**src/rtl/qdb_pkg.sv**
```systemverilog
package qdb_pkg;
  localparam int ADDR_W = 4;

  localparam logic [ADDR_W-1:0] OFF_CFG      = 4'h0;
  localparam logic [ADDR_W-1:0] OFF_RATE     = 4'h1;
  localparam logic [ADDR_W-1:0] OFF_SWCTRL   = 4'h2;
  localparam logic [ADDR_W-1:0] OFF_BASE     = 4'h3;
  localparam logic [ADDR_W-1:0] OFF_SIZE     = 4'h4;
  localparam logic [ADDR_W-1:0] OFF_STATUS   = 4'h5;
  localparam logic [ADDR_W-1:0] OFF_PEND     = 4'h6;
  localparam logic [ADDR_W-1:0] OFF_DOORBELL = 4'hE;  // byte 0x38

  localparam logic [31:0] CFG_RESET  = 32'h0300_0000;
  localparam logic [2:0]  RATE_RESET = 3'b111;

  localparam int BIT_PREFETCH = 24;
  localparam int BIT_SCHED    = 25;
  localparam int BIT_QRESET   = 8;
  localparam int BIT_INTPAUSE = 2;

  // status bit positions
  localparam int ST_REJECT = 0;
  localparam int ST_OVER   = 1;
  localparam int ST_ALIGN  = 2;

  typedef struct packed {
    logic        doorbellWr;
    logic        baseWr;
    logic        queueReset;
    logic [31:0] wrData;
  } qdbStrobe_t;
endpackage

```
**src/rtl/qdb_ctrl.sv**
```systemverilog
module qdb_ctrl
  import qdb_pkg::*;
#(
  parameter int SIZE_W        = 16,
  parameter int DEF_RING_SIZE = 64
) (
  input  logic              clk,
  input  logic              rstN,
  input  logic              busWrEn,
  input  logic [ADDR_W-1:0] busAddr,
  input  logic [31:0]       busWrData,
  output logic [31:0]       busRdData,
  output qdbStrobe_t        strobe,
  output logic [SIZE_W-1:0] ringSize,
  output logic              fetchEnable,
  input  logic [SIZE_W-1:0] pendCount,
  input  logic [2:0]        errFlags,
  input  logic [31:0]       ringBase
);
  logic [31:0] cfgReg;
  logic [2:0]  rateReg;

  always_comb begin
    strobe.doorbellWr = busWrEn && (busAddr == OFF_DOORBELL);
    strobe.baseWr     = busWrEn && (busAddr == OFF_BASE);
    strobe.queueReset = busWrEn && (busAddr == OFF_SWCTRL) && busWrData[BIT_QRESET];
    strobe.wrData     = busWrData;
  end

  always_ff @(posedge clk) begin
    if (!rstN) begin
      cfgReg   <= CFG_RESET;
      rateReg  <= RATE_RESET;
      ringSize <= SIZE_W'(DEF_RING_SIZE);
    end else if (busWrEn) begin
      case (busAddr)
        OFF_CFG:  cfgReg   <= busWrData;
        OFF_RATE: rateReg  <= busWrData[2:0];
        OFF_SIZE: ringSize <= busWrData[SIZE_W-1:0];
        default:  ;
      endcase
    end
  end

  assign fetchEnable = cfgReg[BIT_PREFETCH] && cfgReg[BIT_SCHED] && !rateReg[BIT_INTPAUSE];

  always_comb begin
    case (busAddr)
      OFF_CFG:    busRdData = cfgReg;
      OFF_RATE:   busRdData = {29'b0, rateReg};
      OFF_BASE:   busRdData = ringBase;
      OFF_SIZE:   busRdData = 32'(ringSize);
      OFF_STATUS: busRdData = {29'b0, errFlags};
      OFF_PEND:   busRdData = 32'(pendCount);
      default:    busRdData = 32'b0;
    endcase
  end

  // dropping either enable bit gates fetching on the next cycle
  p_cfg_gate_r6: assert property (@(posedge clk) disable iff (!rstN)
    busWrEn && busAddr == OFF_CFG && busWrData[BIT_SCHED:BIT_PREFETCH] != 2'b11 |=> !fetchEnable);
  // setting the internal pause bit stops fetching
  p_pause_r6: assert property (@(posedge clk) disable iff (!rstN)
    busWrEn && busAddr == OFF_RATE && busWrData[BIT_INTPAUSE] |=> !fetchEnable);
endmodule

```
**src/rtl/qdb_datapath.sv**
```systemverilog
module qdb_datapath
  import qdb_pkg::*;
#(
  parameter int SIZE_W = 16
) (
  input  logic              clk,
  input  logic              rstN,
  input  qdbStrobe_t        strobe,
  input  logic              fetchTake,
  input  logic [SIZE_W-1:0] ringSize,
  output logic [SIZE_W-1:0] pendCount,
  output logic [2:0]        errFlags,
  output logic [31:0]       ringBase
);
  logic [SIZE_W-1:0] afterTake;
  logic [SIZE_W:0]   sumW;
  logic [31:0]       endAddr;
  logic              dbBad, dbOver, alignBad;

  always_comb begin
    afterTake = pendCount - ((fetchTake && pendCount != '0) ? SIZE_W'(1) : SIZE_W'(0));
    dbBad     = (strobe.wrData == 32'b0) || (strobe.wrData > 32'(ringSize));
    sumW      = {1'b0, afterTake} + {1'b0, strobe.wrData[SIZE_W-1:0]};
    dbOver    = sumW > {1'b0, ringSize};
    endAddr   = strobe.wrData + (32'(ringSize) << 4);
    alignBad  = (strobe.wrData[7:0] != 8'b0) || (endAddr[7:0] != 8'b0);
  end

  always_ff @(posedge clk) begin
    if (!rstN) begin
      pendCount <= '0;
      errFlags  <= '0;
      ringBase  <= '0;
    end else if (strobe.queueReset) begin
      pendCount <= '0;
      errFlags  <= '0;
    end else begin
      pendCount <= afterTake;
      if (strobe.doorbellWr) begin
        if (dbBad) begin
          errFlags[ST_REJECT] <= 1'b1;
        end else if (dbOver) begin
          pendCount         <= ringSize;
          errFlags[ST_OVER] <= 1'b1;
        end else begin
          pendCount <= sumW[SIZE_W-1:0];
        end
      end
      if (strobe.baseWr) begin
        if (alignBad) errFlags[ST_ALIGN] <= 1'b1;
        else          ringBase <= strobe.wrData;
      end
    end
  end

  // an empty queue stays empty without a doorbell
  p_zero_hold_r5: assert property (@(posedge clk) disable iff (!rstN)
    pendCount == '0 && !strobe.doorbellWr |=> pendCount == '0);
  // a consume pulse takes exactly one descriptor
  p_consume_r5: assert property (@(posedge clk) disable iff (!rstN)
    pendCount != '0 && fetchTake && !strobe.doorbellWr && !strobe.queueReset
    |=> pendCount == $past(pendCount) - SIZE_W'(1));
  // a zero doorbell is flagged
  p_reject_r3: assert property (@(posedge clk) disable iff (!rstN)
    strobe.doorbellWr && strobe.wrData == 32'b0 && !strobe.queueReset |=> errFlags[ST_REJECT]);
  // overflow flag is sticky
  p_sticky_r4: assert property (@(posedge clk) disable iff (!rstN)
    errFlags[ST_OVER] && !strobe.queueReset |=> errFlags[ST_OVER]);
  // an overflowing doorbell clamps to the ring size
  p_no_overflow_r4: assert property (@(posedge clk) disable iff (!rstN)
    strobe.doorbellWr && !dbBad && dbOver && !strobe.queueReset |=> pendCount == $past(ringSize));
  // queue reset empties the queue and clears status
  p_qreset_r7: assert property (@(posedge clk) disable iff (!rstN)
    strobe.queueReset |=> pendCount == '0 && errFlags == 3'b0);
endmodule

```
**src/rtl/qdb_top.sv**
```systemverilog
module qdb_top
  import qdb_pkg::*;
#(
  parameter int SIZE_W        = 16,
  parameter int DEF_RING_SIZE = 64
) (
  input  logic              clk,
  input  logic              rstN,
  input  logic              busWrEn,
  input  logic [3:0]        busAddr,
  input  logic [31:0]       busWrData,
  output logic [31:0]       busRdData,
  input  logic              fetchTake,
  output logic [SIZE_W-1:0] pendingCount,
  output logic              fetchEnable
);
  qdbStrobe_t        strobe;
  logic [SIZE_W-1:0] ringSize;
  logic [2:0]        errFlags;
  logic [31:0]       ringBase;

  qdb_ctrl #(.SIZE_W(SIZE_W), .DEF_RING_SIZE(DEF_RING_SIZE)) uCtrl (
    .clk(clk), .rstN(rstN), .busWrEn(busWrEn), .busAddr(busAddr),
    .busWrData(busWrData), .busRdData(busRdData), .strobe(strobe),
    .ringSize(ringSize), .fetchEnable(fetchEnable), .pendCount(pendingCount),
    .errFlags(errFlags), .ringBase(ringBase)
  );

  qdb_datapath #(.SIZE_W(SIZE_W)) uData (
    .clk(clk), .rstN(rstN), .strobe(strobe), .fetchTake(fetchTake),
    .ringSize(ringSize), .pendCount(pendingCount), .errFlags(errFlags),
    .ringBase(ringBase)
  );
endmodule

```
**config.mk**
```make
export PLATFORM = sky130hd
export DESIGN_NAME = qdb_top
export DESIGN_NICKNAME = d
export VERILOG_FILES = /design/src/rtl/qdb_pkg.sv /design/src/rtl/qdb_ctrl.sv /design/src/rtl/qdb_datapath.sv /design/src/rtl/qdb_top.sv
export SDC_FILE = /design/constraint.sdc
export NUM_CORES = 1
export LEC_CHECK = 0
export BUFFER_PORTS_ARGS = -buffer_cell sky130_fd_sc_hd__buf_2
export CORE_UTILIZATION = 63
export CTS_CLUSTER_DIAMETER = 100
export DETAILED_ROUTE_END_ITERATION = 8
export PLACE_DENSITY = 0.95
export SLEW_MARGIN = 20
export SYNTH_ARGS = -nofsm -noshare
export SYNTH_HDL_FRONTEND = slang
export SYNTH_SLANG_ARGS = --single-unit
```
**constraint.sdc**
```tcl
create_clock -name clk -period 14 [get_ports clk]
set_clock_uncertainty 0.05 [all_clocks]
set_input_delay 2.1 -clock clk [delete_from_list [all_inputs] [get_ports clk]]
set_output_delay 2.1 -clock clk [all_outputs]
set_load 0.05 [all_outputs]
```
==> reports/qor.yml, run 1 <==
outcome: "completed"
hpwlAfterDp_um: 13000
ir_drop_v: 0.000131
vias_per_cell: 6.43
routed-wl-met3_um: 1880
htree_levels: 3
ff2ff_path_depth: 21
path_clk_slew_ps: 110
slew_headroom_pct: 41.7
drt-met1-wl_um: 7360
synth_top_area_share_pct: 32.3
start_kind: "primary input"
final_max_slew_viol_count: 0
layout_commonest_cell: "nand2_1"
grt_max_degree: 71
core_area_um2: 9730
crit_type: "primary input to flip-flop"
ys_top_cells_by_area: "dfxtp_1 (32%), ha_1 (11%), nand2_1 (8.5%), a21oi_1 (5.3%), mux2i_1 (3.8%)"
hold_buffers: 0
cts_buffer_depth: 2
gp_congestion: 0.943
ys.flop_type: "dfxtp_1"
wirelength_um: 18000
whs_ps: 412
detailed_place.area_um2: 6820
track_usage_pct: 35.3
clock_latency_ps: 380
syn_area_um2: 6320
p_switching_uw: 825
combPwrFrac_pct: 66.0
die-height_um: 102
worstMarginPinSlew_ps: 863
cts_tree: "built"
rrSetupSlack_ps: 7070
die_area_um2: 10400
cts_made_buffers: 9
ant_nets: 0
worst_path_max_delay_cell: "and2_1"
async_reset_ff_share_pct: 0
nets: 948
fp.dieW_um: 102
worstHoldStart: "uCtrl.cfgReg[9]"
rsz0062_at_grt: "false"
synthCells: 790
max_freq_mhz: 137
hold_class: "flip-flop to flip-flop"
rr_startpoint: "uData.pendCount[2]"
first_iter_violations: 586
fin_crit_ps: 7310
startpoint: "fetchTake"
fin_crit_sh_pct: 52.2
leakage_nw: 2.88
core.rowCount: 36
io_buffers: 88
yosysWarnings: 0
synth_largest_area_cell: "dfxtp_1"
drive_gt1_share_pct: 14.0
ys_ff_latch: 102
finalHoldViolCount: 0
ios: 89
setup_viol: 0
p_seq_share_pct: 22.4
path_cells: "buf_2 -> o41a_1 -> ha_1 -> ha_1 -> nand2_1 -> xnor2_1 -> ha_1 -> a21o_1 -> nor3_1 -> a211oi_1 -> o21a_1 -> o311ai_0 -> ha_1 -> nand2_1 -> or3_1 -> or4_1 -> o21a_1 -> a21oi_4 -> and2_1 -> o311ai_0"
cpPeakStageDelay_ps: 610
p_int_uw: 736
cts_root_buf: "clkbuf_8"
maxCapViolations: 0
min_path_cells: 2
design_area_um2: 7020
wl_per_cell_um: 18.2
antenna_cells: 0
drcViolationCount: 0
power.density_nw_per_um2: 223
ys_seq_area_share_pct: 32.3
antenna_found_initial: 0
syn-num-nets: 886
syn2layout_area_growth_pct: 11.0
drtPass1Iterations: 6
r2r-end: "uData.pendCount[5]"
cts_setup_buffers: 0
synth_cell_types: 60
wl_met2_um: 8250
clock_sinks: 102
grt_pass1_wl_um: 28600
clkPwrFrac_pct: 11.6
syn_avg_cell_area_um2: 8.00
vias: 6361
cp_max_fo: 18
cp.required_ps: 14170
worst_path_most_repeated_cell: "ha_1"
critPathArrivalTime_ps: 7480
cp-end-kind: "flip-flop"
tns_ps: 0
synth_edf_count: 0
overflow: 0
ctsResizeCount: 0
swShare_pct: 52.9
hold_end: "uCtrl.cfgReg[9]"
mostFrequentLayoutCells: "nand2_1 (143), dfxtp_1 (102), buf_2 (88)"
initial_core_util_pct: 65.0
grt_pass1_vias: 5824
routed.top_layer: "met4"
metal layers:
metal / global-route usage [%] / up-vias
met5: 0 / -
met4: 13.5 / 0
met3: 7.46 / 64
met2: 56.8 / 359
met1: 46.3 / 2955
li1: - / 2983
worst max-delay path by stage:
stage / endpoint / depth (start not counted)
after floorplan: uData.pendCount[10] / 21
after global placement: uData.pendCount[4] / 20
after detailed placement: uData.pendCount[5] / 20
after CTS: uData.pendCount[5] / 20
after global routing: uData.pendCount[15] / 20
final: uData.pendCount[5] / 20
state kept, by name, summed over array words and instances, names as in the netlist:
signal / flops
uData.ringBase: 32
uCtrl.cfgReg: 32
uCtrl.ringSize: 16
uData.pendCount: 16
uData.errFlags: 3
uCtrl.rateReg: 3
power groups by stage:
stage | Combinational [mW] | Sequential (mW) | Clock (mW)
detailed placement | 0.982 | 0.354 | 0
floorplan | 0.726 | 0.406 | 0
global route | 1.11 | 0.352 | 0.193
finish | 1.03 | 0.349 | 0.182
CTS | 0.998 | 0.347 | 0.181
global placement | 0.949 | 0.355 | 0
metrics by stage:
step | worst slack [ps] | std cells | util, % | power (mW)
floorplan | 7520 | 790 | - | 1.13
detailed placement | 6450 | 974 | 70.1 | 1.34
finish | 6690 | 990 | 72.1 | 1.56
CTS | 6870 | 990 | 72.0 | 1.53
global route | 6330 | 990 | 72.1 | 1.66
global placement | 6660 | 974 | 70.0 | 1.30
cells in the mapped netlist (all sizes together) (12+ instances only):
cell type    n
ha          54
a22o        16
nand3       32
xnor2       14
nor2        48
inv         32
nand4       26
nor4        14
and2        12
a21oi       68
o311ai      17
nand2      143
mux2i       24
a22oi       30
clkbuf      36
dfxtp      102
cells by family after synthesis:
| family | after synthesis | synth area share, % |
|---|---|---|
| and+or+nand+nor | 313 | 22.8 |
| AOI/OAI and AO/OA | 194 | 21.5 |
| DFF | 102 | 32.3 |
| buffers and inverters | 77 | 4.87 |
| adders and majority gates | 56 | 11.3 |
| xor gates and xnor gates | 24 | 3.33 |
| muxes | 24 | 3.80 |
critical path: cells and delay by family:
| family | cells | cell delay, ps |
|---|---|---|
| AO/OA/AOI/OAI | 8 | 2140 |
| XOR/XNOR | 1 | 250 |
| adder cells (fa/ha/maj) | 4 | 1020 |
| buffers and inverters | 1 | 80 |
| AND/OR/NAND/NOR | 6 | 1900 |
layout make-up:
type	count	area, um2
fill	741	2710
timing repair buffer	96	500
sequential	102	2040
clock inverter	7	65.1
tap	133	166
clock buffer	9	124
inverter	32	120
multi-input combinational	611	4000
(Power assumes the default switching activity.)
==> run 2, diff against run 1 <==
--- a/config.mk
+++ b/config.mk
@@ -5,11 +5,12 @@
 export SDC_FILE = /design/constraint.sdc
 export NUM_CORES = 1
 export LEC_CHECK = 0
+export ABC_AREA = 1
 export BUFFER_PORTS_ARGS = -buffer_cell sky130_fd_sc_hd__buf_2
-export CORE_UTILIZATION = 63
+export CORE_UTILIZATION = 59
 export CTS_CLUSTER_DIAMETER = 100
 export DETAILED_ROUTE_END_ITERATION = 8
-export PLACE_DENSITY = 0.95
+export PLACE_DENSITY = 0.89
 export SLEW_MARGIN = 20
 export SYNTH_ARGS = -nofsm -noshare
 export SYNTH_HDL_FRONTEND = slang
==> constraint.sdc (replaced) <==
create_clock -name clk -period 6.9 [get_ports clk]
set_clock_uncertainty 0.05 [all_clocks]
set_input_delay 1.035 -clock clk [delete_from_list [all_inputs] [get_ports clk]]
set_output_delay 1.035 -clock clk [all_outputs]
set_load 0.05 [all_outputs]
==> reports/qor.yml, run 2 <==
cpPeakStageDelay_ps: 430  # -180 ps
wl_per_cell_um: 16.4  # -10%
worstHoldStart: "uData.ringBase[15]"
rrSetupSlack_ps: 1440  # -5630 ps
die-height_um: 109  # +6.2%
core_area_um2: 10900  # +12%
gp_congestion: 1.00  # +6.1%
maxCapViolations: 0  # unchanged
final_max_slew_viol_count: 0  # unchanged
rsz0062_at_grt: "false"
detailed_place.area_um2: 7140  # +4.7%
slew_headroom_pct: 47.4  # +5.8 points
path_buf_inv: 3  # +2
power.density_nw_per_um2: 510  # +130%
rr_startpoint: "uData.pendCount[5]"
nets: 1138  # +20%
clock_latency_ps: 350  # -30 ps
track_usage_pct: 33.2  # -2.1 points
cp_max_fo: 16  # -2
worstMarginPinSlew_ps: 788  # -75.4 ps
ant_nets: 0  # unchanged
worst_path_max_delay_cell: "nor4_1"
io_buffers: 88  # unchanged
setup_viol: 0  # unchanged
grt_pass1_vias: 6397  # +9.8%
async_reset_ff_share_pct: 0  # unchanged
syn2layout_area_growth_pct: 11.1  # about the same
max_freq_mhz: 183
core.rowCount: 38  # +5.6%
drive_gt1_share_pct: 11.9  # -2.1 points
antenna_cells: 0  # unchanged
ios: 89  # unchanged
cts_made_buffers: 9  # unchanged
min_path_cells: 2  # unchanged
critPathArrivalTime_ps: 5650  # -1830 ps
cpLargestDelayFamily: "simple AND/OR/NAND/NOR gates"
cts_tree: "built"
cp.required_ps: 7090  # -7080 ps
ys_ff_latch: 102  # unchanged
finish.utilization_pct: 68.0  # -4.1 points
ys_top_cells_by_area: "dfxtp_1 (31%), ha_1 (10%), inv_1 (9.3%), nand2_1 (9.1%), a21oi_1 (8.7%)"
hold_end: "uData.ringBase[15]"
hold_buffers: 0  # unchanged
leakage_nw: 3.45  # +20%
cp-end-kind: "flip-flop"
crit_type: "flip-flop to flip-flop"
fin_crit_sh_pct: 79.2
cts_setup_buffers: 0  # unchanged
ctsResizeCount: 0  # unchanged
tns_ps: 0  # unchanged
syn_avg_cell_area_um2: 6.84  # -14%
reg.largest.list: "uCtrl.cfgReg x32, uData.ringBase x32"
grt_pass1_wl_um: 30500  # +6.9%
synthCells: 978  # +24%
layout_commonest_cell: "inv_1"
design_area_um2: 7440  # +6.0%
hold_class: "flip-flop to flip-flop"
die_area_um2: 11800  # +13%
initial_core_util_pct: 61.2  # -3.7 points
syn-num-nets: 1074  # +21%
overflow: 0  # unchanged
htree_levels: 3  # unchanged
path_clk_slew_ps: 70  # -40 ps
yosysWarnings: 0  # unchanged
vias_per_cell: 5.88  # -8.5%
syn_area_um2: 6690  # +5.9%
synth_top_area_share_pct: 30.5  # -1.8 points
synth_largest_area_cell: "dfxtp_1"
drtPass1Iterations: 6  # unchanged
mostFrequentLayoutCells: "inv_1 (165), nand2_1 (162), a21oi_1 (116)"
fin_crit_ps: 5460
synth_cell_types: 45  # -25%
finalHoldViolCount: 0  # unchanged
outcome: "completed"
ir_drop_v: 0.000436  # +230%
cts_buffer_depth: 2  # unchanged
synth_edf_count: 0  # unchanged
first_iter_violations: 821  # +40%
cts_root_buf: "clkbuf_16"
ys_seq_area_share_pct: 30.5  # -1.8 points
ys.flop_type: "dfxtp_1"
start_kind: "flip-flop"
yosysMostFrequentCell: "inv_1"
finalWorstSetupSlack_ps: 1440  # -5250 ps
drcViolationCount: 0  # unchanged
r2r-end: "uData.pendCount[0]"
fp.dieW_um: 109  # +6.2%
ff2ff_path_depth: 31  # +48%
worst_path_most_repeated_cell: "nand2_1"
grt_max_degree: 83  # +17%
vias: 6981  # +9.7%
wirelength_um: 19400  # +7.8%
whs_ps: 399  # -12.4 ps
synth.top_cells.by_count: "inv_1 (165), nand2_1 (163), a21oi_1 (116)"
clock_sinks: 102  # unchanged
hpwlAfterDp_um: 14200  # +9.5%
antenna_found_initial: 0  # unchanged
place_ws_ps: 1450  # -5000 ps
run 2: metal layers:
| metal | track usage (%) | part of all wire (%) | up-vias |
|---|---|---|---|
| met5 | 0 | 0 | - |
| met4 | 18.0 | 4.0 | 0 |
| met3 | 7.17 | 10 | 75 |
| met2 | 52.9 | 44 | 386 |
| met1 | 41.7 | 42 | 3132 |
| li1 | - | - | 3388 |
run 2: how the worst max path moves through the flow:
stage / from / cells after the start / end / slack [ps]
detailed placement: fetchTake / 31 / uData.pendCount[0] / 1450
floorplan: uData.pendCount[6] / 32 / uData.pendCount[15] / 2080
global route: uData.pendCount[5] / 31 / uData.pendCount[0] / 960
finish: uData.pendCount[5] / 31 / uData.pendCount[0] / 1440
global placement: fetchTake / 29 / uData.pendCount[15] / 1450
CTS: uData.pendCount[5] / 31 / uData.pendCount[0] / 1580
run 2: worst reg2reg max path, delay by kind of cell (launching register included):
family          cells  cell delay [ps]
flops               1              390
buf+inv             3              250
xor+xnor            2              360
compound gates      3              580
fa+ha+maj           4             1200
simple gates       19             2550
run 2: logic make-up (layout without fill, tap and decap cells):
logic type / after synthesis / after routing / synth area share (%)
AOI/OAI and AO/OA: 245 / 245 / 20.4
DFF: 102 / 102 / 30.5
xor gates and xnor gates: 26 / 26 / 3.40
buffers and inverters: 205 / 274 / 12.1
adders and majority gates: 56 / 56 / 10.7
and+or+nand+nor: 344 / 344 / 22.9
run 2: power by group:
| part | internal (mW) | switching (mW) |
|---|---|---|
| combinational | 0.849 | 1.71 |
| sequential | 0.637 | 0.0932 |
| clock | 0.282 | 0.228 |
| total | 1.77 | 2.03 |
run 2: cell type report:
class / count / area, um2
multi-input combinational: 671 / 3840
clock buffer: 11 / 233
fill: 948 / 3500
inverter: 168 / 631
sequential: 102 / 2040
clock inverter: 5 / 58.8
timing repair buffer: 90 / 455
tap: 140 / 175
run 2: metrics by stage:
stage | total power, mW | cells
3_3_place_gp | 3.18 | 1171
2_1_floorplan | 2.71 | 978
5_1_grt | 4.11 | 1187
3_5_place_dp | 3.21 | 1171
4_1_cts | 3.72 | 1187
6_report | 3.79 | 1187
